[src/rtl/scan_evt_pkg.sv]
package scan_evt_pkg;

   localparam int unsigned PH_W      = 3;
   localparam int unsigned NUM_SLOTS = 3;

   // Slot index of each phase-tracked event
   typedef enum logic [1:0] {
      SLOT_HINIT = 2'd0,
      SLOT_REFR  = 2'd1,
      SLOT_HRUN  = 2'd2
   } slot_e;

endpackage

[src/rtl/scan_phase_track.sv]
module scan_phase_track
   import scan_evt_pkg::*;
#(
   parameter int unsigned HC_W         = 11,
   parameter int unsigned LEN_W        = 11,
   parameter int unsigned RST_LINE_LEN = 1364
) (
   input  logic             clk,
   input  logic             rst_n,
   input  logic             line_start,
   input  logic [HC_W-1:0]  hcount,
   input  logic [LEN_W-1:0] line_len,
   output logic [PH_W-1:0]  dma_phase,
   output logic [PH_W-1:0]  line_phase
);

   logic [PH_W-1:0]  acc_q;
   logic [LEN_W-1:0] len_q;

   // Phase that becomes valid once the current line start is taken
   assign line_phase = acc_q + len_q[PH_W-1:0];
   assign dma_phase  = acc_q + hcount[PH_W-1:0];

   always_ff @(posedge clk) begin
      if (!rst_n) begin
         acc_q <= '0;
         len_q <= LEN_W'(RST_LINE_LEN);
      end else if (line_start) begin
         acc_q <= line_phase;
         len_q <= line_len;
      end
   end

endmodule

[src/rtl/scan_pos_calc.sv]
module scan_pos_calc
   import scan_evt_pkg::*;
#(
   parameter int unsigned HC_W       = 11,
   parameter int unsigned HINIT_BASE = 12,
   parameter int unsigned REFR_BASE  = 530
) (
   input  logic [PH_W-1:0] line_phase,
   input  logic            rev2,
   output logic [HC_W-1:0] hinit_pos,
   output logic [HC_W-1:0] refr_pos,
   output logic [HC_W-1:0] refr_rst_pos
);

   localparam int unsigned ALIGN = 1 << PH_W;

   localparam logic [HC_W-1:0] HINIT_EARLY = HC_W'(HINIT_BASE);
   localparam logic [HC_W-1:0] HINIT_LATE  = HC_W'(HINIT_BASE + ALIGN);
   localparam logic [HC_W-1:0] REFR_FIXED  = HC_W'(REFR_BASE);
   localparam logic [HC_W-1:0] REFR_LATE   = HC_W'(REFR_BASE + ALIGN);

   logic [HC_W-1:0] ph_ext;
   assign ph_ext = HC_W'(line_phase);

   always_comb begin
      if (rev2) begin
         hinit_pos = HINIT_EARLY + ph_ext;
         refr_pos  = REFR_LATE - ph_ext;
      end else begin
         hinit_pos = HINIT_LATE - ph_ext;
         refr_pos  = REFR_FIXED;
      end
   end

   // Refresh position loaded at reset, before any line start
   assign refr_rst_pos = rev2 ? REFR_LATE : REFR_FIXED;

endmodule

[src/rtl/scan_event_slot.sv]
module scan_event_slot #(
   parameter int unsigned HC_W    = 11,
   parameter bit          RST_ARM = 1'b0
) (
   input  logic            clk,
   input  logic            rst_n,
   input  logic            load,
   input  logic            arm_in,
   input  logic [HC_W-1:0] pos_in,
   input  logic [HC_W-1:0] rst_pos,
   input  logic            hc_new,
   input  logic [HC_W-1:0] hcount,
   output logic            strobe
);

   logic            arm_q;
   logic [HC_W-1:0] pos_q;
   logic            hit;

   assign hit = arm_q && hc_new && !load && (hcount == pos_q);

   always_ff @(posedge clk) begin
      if (!rst_n) begin
         arm_q  <= RST_ARM;
         pos_q  <= rst_pos;
         strobe <= 1'b0;
      end else begin
         strobe <= hit;
         if (load) begin
            arm_q <= arm_in;
            pos_q <= pos_in;
         end else if (hit) begin
            arm_q <= 1'b0;
         end
      end
   end

endmodule

[src/rtl/scan_event_gen.sv]
module scan_event_gen
   import scan_evt_pkg::*;
#(
   parameter int unsigned HC_W         = 11,
   parameter int unsigned VC_W         = 9,
   parameter int unsigned LEN_W        = 11,
   parameter int unsigned HINIT_BASE   = 12,
   parameter int unsigned REFR_BASE    = 530,
   parameter int unsigned HRUN_POS     = 1104,
   parameter int unsigned VIS_LAST     = 224,
   parameter int unsigned VIS_LAST_OS  = 239,
   parameter int unsigned JOY_LINE     = 227,
   parameter int unsigned JOY_LINE_OS  = 242,
   parameter int unsigned RST_LINE_LEN = 1364
) (
   input  logic             clk,
   input  logic             rst_n,
   input  logic [HC_W-1:0]  hcount,
   input  logic [VC_W-1:0]  vcount,
   input  logic             overscan,
   input  logic             rev2,
   input  logic [LEN_W-1:0] line_len,
   input  logic             joy_auto_en,
   output logic [PH_W-1:0]  dma_phase,
   output logic             ev_hdma_init,
   output logic             ev_refresh,
   output logic             ev_hdma_run,
   output logic             ev_joy_poll
);

   localparam int unsigned ALIGN = 1 << PH_W;

   // Elaboration-time parameter checks
   if (REFR_BASE + ALIGN >= (1 << HC_W)) begin : g_bad_refr
      $error("refresh window does not fit the horizontal counter");
   end
   if (HRUN_POS >= (1 << HC_W)) begin : g_bad_hrun
      $error("HDMA run position does not fit the horizontal counter");
   end
   if (HINIT_BASE == 0) begin : g_bad_hinit
      $error("HDMA init position must not coincide with the line start");
   end
   if (VIS_LAST >= (1 << VC_W) || VIS_LAST_OS >= (1 << VC_W) ||
       JOY_LINE >= (1 << VC_W) || JOY_LINE_OS >= (1 << VC_W)) begin : g_bad_vc
      $error("line limits do not fit the vertical counter");
   end
   if (RST_LINE_LEN >= (1 << LEN_W)) begin : g_bad_len
      $error("reset line length does not fit the length port");
   end

   localparam logic [VC_W-1:0] VIS_N   = VC_W'(VIS_LAST);
   localparam logic [VC_W-1:0] VIS_OS  = VC_W'(VIS_LAST_OS);
   localparam logic [VC_W-1:0] JOY_N   = VC_W'(JOY_LINE);
   localparam logic [VC_W-1:0] JOY_OS  = VC_W'(JOY_LINE_OS);
   localparam logic [HC_W-1:0] HRUN_P  = HC_W'(HRUN_POS);

   // Line start detection
   logic [HC_W-1:0] hc_q;
   logic            hc_new;
   logic            line_start;

   always_ff @(posedge clk) begin
      if (!rst_n) hc_q <= '1;
      else        hc_q <= hcount;
   end

   assign hc_new     = (hcount != hc_q);
   assign line_start = hc_new && (hcount == '0);

   // Phase tracking
   logic [PH_W-1:0] line_phase;

   scan_phase_track #(
      .HC_W         (HC_W),
      .LEN_W        (LEN_W),
      .RST_LINE_LEN (RST_LINE_LEN)
   ) u_phase (
      .clk        (clk),
      .rst_n      (rst_n),
      .line_start (line_start),
      .hcount     (hcount),
      .line_len   (line_len),
      .dma_phase  (dma_phase),
      .line_phase (line_phase)
   );

   // Position computation
   logic [HC_W-1:0] hinit_pos;
   logic [HC_W-1:0] refr_pos;
   logic [HC_W-1:0] refr_rst_pos;

   scan_pos_calc #(
      .HC_W       (HC_W),
      .HINIT_BASE (HINIT_BASE),
      .REFR_BASE  (REFR_BASE)
   ) u_pos (
      .line_phase   (line_phase),
      .rev2         (rev2),
      .hinit_pos    (hinit_pos),
      .refr_pos     (refr_pos),
      .refr_rst_pos (refr_rst_pos)
   );

   // Per-line arming conditions
   logic vis_line;
   logic joy_line;

   assign vis_line = (vcount <= (overscan ? VIS_OS : VIS_N));
   assign joy_line = (vcount == (overscan ? JOY_OS : JOY_N));

   logic [HC_W-1:0]      slot_pos  [NUM_SLOTS];
   logic [HC_W-1:0]      slot_rpos [NUM_SLOTS];
   logic [NUM_SLOTS-1:0] slot_arm;
   logic [NUM_SLOTS-1:0] slot_stb;

   for (genvar s = 0; s < NUM_SLOTS; s++) begin : g_slot
      if (s == int'(SLOT_HINIT)) begin : g_hinit
         assign slot_arm[s]  = (vcount == '0);
         assign slot_pos[s]  = hinit_pos;
         assign slot_rpos[s] = hinit_pos;
      end else if (s == int'(SLOT_REFR)) begin : g_refr
         assign slot_arm[s]  = 1'b1;
         assign slot_pos[s]  = refr_pos;
         assign slot_rpos[s] = refr_rst_pos;
      end else begin : g_hrun
         assign slot_arm[s]  = vis_line;
         assign slot_pos[s]  = HRUN_P;
         assign slot_rpos[s] = HRUN_P;
      end

      scan_event_slot #(
         .HC_W    (HC_W),
         .RST_ARM (s == int'(SLOT_REFR))
      ) u_slot (
         .clk     (clk),
         .rst_n   (rst_n),
         .load    (line_start),
         .arm_in  (slot_arm[s]),
         .pos_in  (slot_pos[s]),
         .rst_pos (slot_rpos[s]),
         .hc_new  (hc_new),
         .hcount  (hcount),
         .strobe  (slot_stb[s])
      );
   end

   assign ev_hdma_init = slot_stb[SLOT_HINIT];
   assign ev_refresh   = slot_stb[SLOT_REFR];
   assign ev_hdma_run  = slot_stb[SLOT_HRUN];

   // Joypad poll at the start of the poll line
   logic joy_q;

   always_ff @(posedge clk) begin
      if (!rst_n) joy_q <= 1'b0;
      else        joy_q <= line_start && joy_auto_en && joy_line;
   end

   assign ev_joy_poll = joy_q;

endmodule

[config.mk]
export PLATFORM = sky130hd
export DESIGN_NAME = scan_event_gen
export DESIGN_NICKNAME = d
export VERILOG_FILES = /design/src/rtl/scan_evt_pkg.sv /design/src/rtl/scan_phase_track.sv /design/src/rtl/scan_pos_calc.sv /design/src/rtl/scan_event_slot.sv /design/src/rtl/scan_event_gen.sv
export SDC_FILE = /design/constraint.sdc
export NUM_CORES = 1
export LEC_CHECK = 0
export BUFFER_PORTS_ARGS = -buffer_cell sky130_fd_sc_hd__buf_2
export CORE_UTILIZATION = 40
export CTS_BUF_LIST = sky130_fd_sc_hd__clkbuf_8
export DETAILED_ROUTE_END_ITERATION = 8
export PLACE_DENSITY = 0.68
export SLEW_MARGIN = 20
export SYNTH_ARGS = -nofsm -noshare
export SYNTH_HDL_FRONTEND = slang
export SYNTH_SLANG_ARGS = --single-unit
[constraint.sdc]
create_clock -name clk -period 5.5 [get_ports clk]
set_input_delay 0.55 -clock clk [delete_from_list [all_inputs] [get_ports clk]]
set_output_delay 0.55 -clock clk [all_outputs]
set_load 0.02 [all_outputs]
==> qor.txt, run 1 <==
Final Net Count - 255
First-pass GRT wire length - 5150 um
Outcome - complete, no violations
Worst EP required - 4950 ps
Gr ovfl total - 0
Detailed Route WL - 3360 um
TritonCTS clock tree - built
DRT Pass-1 Iters - 4
Internal Power - 366 uW
Final ANT Viol Nets - 0
Post-Syn Instances - 173
R2R Path Start - u_phase.acc_q[0]$_SDFFE_PN0P_
Die H - 68.2 um
Final-report max-slew violation count - 0
Critical R2R Capture - g_slot[0].u_slot.pos_q[2]$_DFFE_PP_
Post-synth EDFFs - 9
Hold Startpoint - g_slot[1].u_slot.arm_q$_SDFFE_PP1P_
Post-layout util - 49.4%
Final setup vio count - 0
Commonest cells after routing, fill and taps aside - buf_2 (34), dfxtp_1 (24), xor2_1 (16), nand2_1 (16), inv_1 (11)
Final period util - 43.3%
Switching power of the nets - 121 uW
Yosys warns - 0
Worst-path clk slew - 70 ps
Initial Utilization - 42.7%
Highest Clock Rate - 420 MHz
Initial antenna violation count - 0
Post-CTS resize count - 0
Largest net degree at the start of global routing - 21
Synth cell types - 42
FILL cells - 396
Post-route setup slack - 3120 ps
H-tree depth - 2
# Post-CTS Setup Buffers - 0
Clock buffer depth - 2
Worst Hold Path EP - g_slot[1].u_slot.arm_q$_SDFFE_PP1P_
Die X - 68.2 um
Crit-path most repeated cell - buf_2
Sequential Power Share - 53.2%
Sw frac - 24.8%
Clock share of power - 35.4%
Sequential fraction of the synthesis area - 42.8%
Max-Cap Viols - 0
Detail Placement HPWL - 2500 um
Vias in the first global route - 1132
CP Cell Sequence - buf_2, ha_1, inv_1, fa_1, xor2_1, xnor2_1, buf_2
RSZ-0062 raised after global routing - no
Clock Sinks - 33
Worst hold path type - reg -> reg
CP max stage delay - 360 ps
Synth Net Count - 220
# hold bufs at CTS - 0
Top-level port count - 43
Vias per Instance - 4.98
Pwr dens - 239 mW/mm2
Worst slew pin tran - 627 ps
Setup TNS - 0 ps
Min Hold Slack - 462 ps
Critical path arrival - 1830 ps
Combinational fraction of design power - 11.3%
Worst slew margin - 58.0%
R2R Setup Slk - 3200 ps
Dpl ws - 2950 ps
Most common cell after layout, fill and taps aside - buf_2
Share of layout cells above drive strength 1 - 23.0%
Number of CTS-inserted buffers - 5
Routed len/inst - 13.0 um
Synth Cell Area - 0.00176 mm2
Vias - 1289
Crit. End Element - output pin
Post-layout power - 487 uW
Post-layout min period - 2380 ps
Yosys reg bits - 33
Pleak - 0.000884 uW
R2r worst-path depth - 7
Remaining DRCs - 0
Critical path class - in -> out
Fin. Hold Viols - 0
Worst path slowest cell - fa_1
Initial drt markers - 107
Clock latency on the worst-skew pair - 290 ps
Dominant synthesized flop cell - dfxtp_1
Clock Skew - 4.55 ps
Post-Syn Area per Cell - 10.1 um2
Root buf cell - clkbuf_8
RD Place Congestion - 0.761
Critical Path Source - hcount[0]
Total global-route track usage - 15.9%
Worst Setup Start Kind - input port
Antenna Diode Count - 0
Number of cells on the worst hold path - 1
Peak supply drop - 0.110 mV
Row count - 23
Area Growth Syn to Fin - 15.8%
Asr flop ratio synth - 0%
Core area - 0.00412 mm2
Count of input and output buffers - 34
CP Max Fanout - 6
Die area - 0.00466 mm2
flip-flops by register name, indices dropped and copies added (netlist names):
register,flops
g_slot.u_slot.strobe,3
g_slot.u_slot.arm_q,3
ev_joy_poll,1
u_phase.acc_q,3
u_phase.len_q,3
g_slot.u_slot.pos_q,9
hc_q,11
critical path, delay by kind of cell:
family / cells / cell delay [ps]
adders and majority gates: 2 / 540
buffers and inverters: 3 / 420
xor gates and xnor gates: 2 / 310
cells by family (layout without fill, tap and decap cells):
kind of cell | after synthesis | count (layout) | synth area share [%]
multiplexers | 2 | 2 | 1.21
XOR/XNOR | 26 | 26 | 13.0
buffers and inverters | 17 | 53 | 4.56
AO/OA/AOI/OAI | 22 | 22 | 7.98
AND/OR/NAND/NOR | 62 | 62 | 21.8
flip-flops | 33 | 33 | 42.8
adder cells (fa/ha/maj) | 11 | 11 | 8.70
layer usage:
| layer | share of wire (%) | GRT usage (%) | vias to the layer above | wire [um] |
|---|---|---|---|---|
| met4 | 2.3 | 8.59 | 0 | 77 |
| li1 | - | - | 670 | - |
| met3 | 3.5 | 6.00 | 6 | 118 |
| met5 | 0 | 0 | - | 0 |
| met2 | 49 | 25.6 | 20 | 1640 |
| met1 | 45 | 18.1 | 593 | 1520 |
synth_stat cells, drive strengths merged, types with 6 or more instances:
library cell	number	share of area, %
a21oi	8	2.3
dfxtp	24	27
nor4	6	3.7
edfxtp	9	15
nand2	16	3.4
inv	10	2.1
nand2b	10	3.6
ha	9	6.4
xnor2	10	5.0
xor2	16	8.0
power by group through the flow:
stage / clock, uW / combinational (uW) / sequential, uW
2_1_floorplan: 0 / 34.5 / 264
3_3_place_gp: 0 / 55.2 / 264
3_5_place_dp: 0 / 55.5 / 265
4_1_cts: 180 / 55.7 / 259
5_1_grt: 192 / 61.8 / 259
6_report: 172 / 55.1 / 259
per-stage QoR:
stage	area, um2	std cells
after CTS	2030	259
after floorplan	1760	173
after global placement	1950	251
after detailed placement	1950	251
final	2030	259
after global routing	2030	259
how the worst max path moves through the flow:
stage / to / cells after the start
floorplan: dma_phase[2] / 5
global placement: g_slot[1].u_slot.arm_q$_SDFFE_PP1P_ / 6
detailed placement: g_slot[1].u_slot.arm_q$_SDFFE_PP1P_ / 6
CTS: dma_phase[2] / 7
global route: dma_phase[2] / 7
finish: dma_phase[2] / 7
cell type report:
class	count	area (um2)	area share, %
Inverter	11	41.3	2.03
Clock buffer	5	68.8	3.39
Sequential cell	33	751	36.9
Multi-Input combinational cell	123	925	45.5
Tap cell	50	62.6	3.08
Timing Repair Buffer	34	170	8.37
Clock inverter	3	13.8	0.677
Power figures use the tool's default switching activity.
==> inputs of run 2 (changes only) <==
PLACE_DENSITY = 0.7   (was 0.68)
clock period = 2.1 ns   (was 5.5 ns; I/O delays follow)
==> run 2 against run 1 <==
- register-to-register slack got worse by 3100 ps
- count of clock-buffer cells in the layout rose by 1
- first-iteration DRC count fell by 5.6%
- core utilization rose by 1.9 points
- combinational power rose to 2.7 times the previous value
- flip-flop and latch count did not move
- design area rose by 3.8%
- routed wire length rose by 8.5%
- hold slack got worse by 330 ps
- global-route usage rose by 1.6 points
- sequential share of layout area fell by 1.2 points
- critical path type is now reg -> reg
==> qor.txt, run 2 (synthesized netlist as in run 1, its figures left out) <==
Setup TNS - 0 ps (unchanged)
Detail Placement HPWL - 2710 um (was 2500 um)
Crit. End Element - flop (was output pin)
Clock Skew - 9.09 ps (was 4.55 ps)
Post-layout power - 1310 uW (was 487 uW)
Fin. Hold Viols - 0 (unchanged)
Root buf cell - clkbuf_8 (unchanged)
Clock Sinks - 33 (unchanged)
Worst slew pin tran - 442 ps (was 627 ps)
Max reg flops - 11 (unchanged)
Vias in the first global route - 1259 (was 1132)
Row count - 23 (unchanged)
Combinational fraction of design power - 11.5% (was 11.3%)
Initial Utilization - 42.7% (unchanged)
RD Place Congestion - 0.796 (was 0.761)
TritonCTS clock tree - built (unchanged)
Routed len/inst - 13.7 um (was 13.0 um)
Final period util - 97.5%
Sequential cell area - 753 um2 (was 751 um2)
DRT Pass-1 Iters - 4 (unchanged)
Final-report max-slew violation count - 0 (unchanged)
Area Growth Syn to Fin - 20.2% (was 15.8%)
# hold bufs at CTS - 0 (unchanged)
Final setup vio count - 0 (unchanged)
Vias - 1370 (was 1289)
Share of layout cells above drive strength 1 - 27.0% (was 23.0%)
# Post-CTS Setup Buffers - 0 (unchanged)
Worst slew margin - 70.3% (was 58.0%)
RSZ-0062 raised after global routing - yes (was no)
Post-CTS resize count - 0 (unchanged)
Post-layout min period - 2050 ps
Clock latency on the worst-skew pair - 290 ps (about the same)
Worst hold path type - in -> reg (was reg -> reg)
Max-Cap Viols - 0 (unchanged)
Number of CTS-inserted buffers - 5 (unchanged)
Vias per Instance - 5.17 (was 4.98)
Switching power of the nets - 312 uW (was 121 uW)
Die area - 0.00466 mm2 (unchanged)
Final ANT Viol Nets - 0 (unchanged)
Die H - 68.2 um (unchanged)
Commonest cells after routing, fill and taps aside - buf_2 (34), dfxtp_1 (22), xor2_1 (16), nand2_1 (16), inv_1 (12) (was buf_2 (34), dfxtp_1 (24), xor2_1 (16), nand2_1 (16), inv_1 (11))
Pwr dens - 619 mW/mm2 (was 239 mW/mm2)
Top reg by flops - hc_q (unchanged)
Gr ovfl total - 0 (unchanged)
Biggest regs - hc_q: 11 flops, g_slot.u_slot.pos_q: 9 flops (unchanged)
Final Net Count - 261 (was 255)
H-tree depth - 2 (unchanged)
Largest net degree at the start of global routing - 20 (was 21)
Worst Setup Start Kind - flop (was input port)
Worst-path clk slew - 70 ps (about the same)
Sequential Power Share - 52.0% (was 53.2%)
Peak supply drop - 0.293 mV (was 0.110 mV)
Min Hold Slack - 131 ps (was 462 ps)
Clock buffer depth - 2 (unchanged)
Core area - 0.00412 mm2 (unchanged)
Multi-input gate area - 947 um2 (was 925 um2)
Total global-route track usage - 17.5% (was 15.9%)
Critical path class - reg -> reg (was in -> out)
Outcome - complete, no violations (unchanged)
Initial drt markers - 101 (was 107)
Pleak - 0.000923 uW (was 0.000884 uW)
Initial antenna violation count - 0 (unchanged)
FILL cells - 414 (was 396)
Die X - 68.2 um (unchanged)
Critical path arrival - 2080 ps (was 1830 ps)
Antenna Diode Count - 0 (unchanged)
Top-level port count - 43 (unchanged)
First-pass GRT wire length - 5640 um (was 5150 um)
Most common cell after layout, fill and taps aside - buf_2 (unchanged)
CP Max Fanout - 3 (was 6)
Highest Clock Rate - 488 MHz
Sw frac - 23.9% (was 24.8%)
Internal Power - 994 uW (was 366 uW)
Detailed Route WL - 3640 um (was 3360 um)
Remaining DRCs - 0 (unchanged)
Clock share of power - 36.5% (was 35.4%)
Count of input and output buffers - 34 (unchanged)
Worst EP required - 2130 ps (was 4950 ps)
[run 2: final timing paths]
check,from,to,slack (ps),cells past startpoint
min,line_len[2],u_phase.len_q[2]$_SDFFE_PN1P_,130,3
min reg2reg,g_slot[1].u_slot.arm_q$_SDFFE_PP1P_,g_slot[1].u_slot.arm_q$_SDFFE_PP1P_,460,1
max,u_phase.acc_q[0]$_SDFFE_PN0P_,g_slot[0].u_slot.pos_q[2]$_DFFE_PP_,50,7
max reg2reg,u_phase.acc_q[0]$_SDFFE_PN0P_,g_slot[0].u_slot.pos_q[2]$_DFFE_PP_,50,7
[run 2: area by class of cell]
class	count	area share, %
Multi-Input combinational cell	123	44.9
Inverter	11	1.96
Tap cell	50	2.97
Clock buffer	6	3.91
Clock inverter	2	0.356
Sequential cell	33	35.7
Timing Repair Buffer	40	10.2
[run 2: stage by stage]
stage / cell area (um2) / instances / util (%) / setup slack [ps]
5_1_grt: 2110 / 265 / 51.3 / -64.6
3_3_place_gp: 1990 / 257 / 48.5 / 71.2
4_1_cts: 2080 / 265 / 50.7 / 2.91
6_report: 2110 / 265 / 51.3 / 51.5
2_1_floorplan: 1760 / 173 / - / 9.71
3_5_place_dp: 1990 / 257 / 48.5 / 34.0
[run 2: critical path, stage by stage, from the launching register on]
cell and delay (ps):
dfxtp_2 340, ha_4 160, fa_2 400, xnor2_2 230, xor2_1 230, inv_1 80, ha_1 270, mux2i_1 70
[run 2: layer usage]
metal,global-route usage [%],vias to the layer above,wire length (um)
met5,0,-,0
met3,6.50,6,237
met2,29.7,43,1790
met1,19.6,642,1570
met4,7.03,0,54
li1,-,679,-
[run 2: power by group through the flow]
stage | Clock (uW) | Sequential, uW | Combinational (uW)
2_1_floorplan | 0 | 691 | 90.4
3_3_place_gp | 0 | 692 | 147
6_report | 477 | 679 | 150
5_1_grt | 520 | 680 | 166
3_5_place_dp | 0 | 693 | 151
4_1_cts | 493 | 679 | 152
==> inputs of run 3 (changes only) <==
PLACE_DENSITY = 0.68   (was 0.7)
clock period = 2.51 ns   (was 2.1 ns; I/O delays follow)
==> run 3 against run 2 <==
- sequential power fell by 16%
- global-route usage fell by 0.41 points
- worst setup slack better by 360 ps
- largest cell class unchanged
- highest routed layer unchanged
==> qor.txt, run 3 (synthesized netlist as in run 1, its figures left out) <==
Critical R2R Capture - g_slot[0].u_slot.pos_q[2]$_DFFE_PP_ (unchanged)
Worst path slowest cell - fa_1 (was fa_2)
Dpl ws - 411 ps (was 34.0 ps)
First-pass GRT wire length - 5660 um (was 5640 um)
Routed len/inst - 13.4 um (was 13.7 um)
Initial drt markers - 69 (was 101)
Area Growth Syn to Fin - 17.0% (was 20.2%)
Clock buffer depth - 2 (unchanged)
Clock Skew - 10.1 ps (was 9.09 ps)
Worst slew margin - 53.3% (was 70.3%)
Most common cell after layout, fill and taps aside - buf_2 (unchanged)
CP max stage delay - 380 ps (was 400 ps)
Clock Sinks - 33 (unchanged)
Worst Setup Start Kind - flop (unchanged)
Switching power of the nets - 259 uW (was 312 uW)
TritonCTS clock tree - built (unchanged)
# hold bufs at CTS - 0 (unchanged)
Count of input and output buffers - 34 (unchanged)
H-tree depth - 2 (unchanged)
Post-route setup slack - 409 ps (was 51.5 ps)
Vias - 1306 (was 1370)
Remaining DRCs - 0 (unchanged)
Final Net Count - 258 (was 261)
Post-CTS resize count - 0 (unchanged)
CP Buf/Inv Count - 1 (unchanged)
Detailed Route WL - 3520 um (was 3640 um)
Max-Cap Viols - 0 (unchanged)
Clock share of power - 34.9% (was 36.5%)
Peak supply drop - 0.217 mV (was 0.293 mV)
Cell Count Post-Placement - 254 (was 257)
RD Place Congestion - 0.802 (was 0.796)
Detail Placement HPWL - 2590 um (was 2710 um)
Post-layout min period - 2100 ps (was 2050 ps)
Die H - 68.2 um (unchanged)
Final ANT Viol Nets - 0 (unchanged)
Core area - 0.00412 mm2 (unchanged)
Worst EP required - 2550 ps (was 2130 ps)
Number of CTS-inserted buffers - 5 (unchanged)
Commonest cells after routing, fill and taps aside - buf_2 (34), dfxtp_1 (24), xor2_1 (16), nand2_1 (16), inv_1 (12) (was buf_2 (34), dfxtp_1 (22), xor2_1 (16), nand2_1 (16), inv_1 (12))
Top reg by flops - hc_q (unchanged)
R2R Setup Slk - 410 ps (was 50 ps)
Final Non-Filler Cells - 262 (was 265)
Number of cells on the worst hold path - 3 (unchanged)
Setup TNS - 0 ps (unchanged)
Outcome - complete, no violations (unchanged)
CP Cell Sequence - ha_1, fa_1, xnor2_1, xor2_1, inv_1, ha_1, mux2i_1 (was ha_4, fa_2, xnor2_2, xor2_1, inv_1, ha_1, mux2i_1)
Top-level port count - 43 (unchanged)
Max reg flops - 11 (unchanged)
RSZ-0062 raised after global routing - no (was yes)
Worst hold path type - in -> reg (unchanged)
Crit. End Element - flop (unchanged)
Crit-path most repeated cell - ha_1
Fin. Hold Viols - 0 (unchanged)
Biggest regs - hc_q: 11 flops, g_slot.u_slot.pos_q: 9 flops (unchanged)
Post-layout power - 1060 uW (was 1310 uW)
Final period util - 83.7% (was 97.5%)
Combinational fraction of design power - 11.6% (was 11.5%)
CP Max Fanout - 4 (was 3)
Internal Power - 801 uW (was 994 uW)
Share of layout cells above drive strength 1 - 23.6% (was 27.0%)
Clock latency on the worst-skew pair - 290 ps (about the same)
R2r worst-path depth - 7 (unchanged)
R2R Path Start - u_phase.acc_q[0]$_SDFFE_PN0P_ (unchanged)
Antenna Diode Count - 0 (unchanged)
Worst-path clk slew - 70 ps (about the same)
Vias in the first global route - 1278 (was 1259)
Critical path class - reg -> reg (unchanged)
Initial Utilization - 42.7% (unchanged)
Largest net degree at the start of global routing - 21 (was 20)
Min Hold Slack - 183 ps (was 131 ps)
Sw frac - 24.5% (was 23.9%)
DRT Pass-1 Iters - 4 (unchanged)
Final-report max-slew violation count - 0 (unchanged)
Gr ovfl total - 0 (unchanged)
# Post-CTS Setup Buffers - 0 (unchanged)
Die area - 0.00466 mm2 (unchanged)
Highest Clock Rate - 476 MHz (was 488 MHz)
Row count - 23 (unchanged)
Sequential Power Share - 53.5% (was 52.0%)
Pleak - 0.000900 uW (was 0.000923 uW)
Worst slew pin tran - 697 ps (was 442 ps)
Final setup vio count - 0 (unchanged)
Pwr dens - 517 mW/mm2 (was 619 mW/mm2)
Die X - 68.2 um (unchanged)
Root buf cell - clkbuf_8 (unchanged)
Critical Path Source - u_phase.acc_q[0]$_SDFFE_PN0P_ (unchanged)
Crit-path leading delay family - adder cells (unchanged)
Initial antenna violation count - 0 (unchanged)
Hold Startpoint - line_len[2] (unchanged)
Vias per Instance - 4.98 (was 5.17)
Total global-route track usage - 17.1% (was 17.5%)
Critical path arrival - 2140 ps (was 2080 ps)
Worst Hold Path EP - u_phase.len_q[2]$_SDFFE_PN1P_ (unchanged)
run 3: worst max path at each step:
stage,to,cells past startpoint
6_report,g_slot[0].u_slot.pos_q[2]$_DFFE_PP_,7
2_1_floorplan,g_slot[0].u_slot.pos_q[2]$_DFFE_PP_,7
3_3_place_gp,g_slot[0].u_slot.pos_q[2]$_DFFE_PP_,7
3_5_place_dp,g_slot[0].u_slot.pos_q[2]$_DFFE_PP_,7
5_1_grt,g_slot[0].u_slot.pos_q[2]$_DFFE_PP_,7
4_1_cts,g_slot[0].u_slot.pos_q[2]$_DFFE_PP_,7
run 3: area by class of cell:
| class | instances | area (um2) |
|---|---|---|
| clock buffers | 5 | 68.8 |
| clock inverters | 3 | 12.5 |
| fillers | 412 | 2060 |
| inverters | 11 | 41.3 |
| multi-input cells | 123 | 925 |
| flip-flops and latches | 33 | 751 |
| well taps | 50 | 62.6 |
| repair buffers | 37 | 193 |
run 3: power groups by stage:
| stage | combinational, uW | clock (uW) | sequential, uW |
|---|---|---|---|
| after detailed placement | 124 | 0 | 579 |
| after floorplan | 75.6 | 0 | 578 |
| after global routing | 138 | 409 | 569 |
| after global placement | 122 | 0 | 579 |
| final | 123 | 370 | 567 |
| after CTS | 125 | 379 | 568 |
run 3: tightest hold or removal path: stages:
cell     delay (ps)
buf_2            70
nand2_1          40
nand3_1          70
run 3: routing by layer:
metal,vias to the layer above,global-route usage (%),wire (um)
met3,6,5.50,124
met5,-,0,0
li1,676,-,-
met1,600,19.5,1550
met2,24,29.3,1770
met4,0,6.51,78
run 3: through the flow:
step	area [um2]	util (%)
2_1_floorplan	1760	-
3_3_place_gp	1970	47.9
3_5_place_dp	1970	47.9
4_1_cts	2050	49.9
5_1_grt	2050	49.9
6_report	2050	49.9
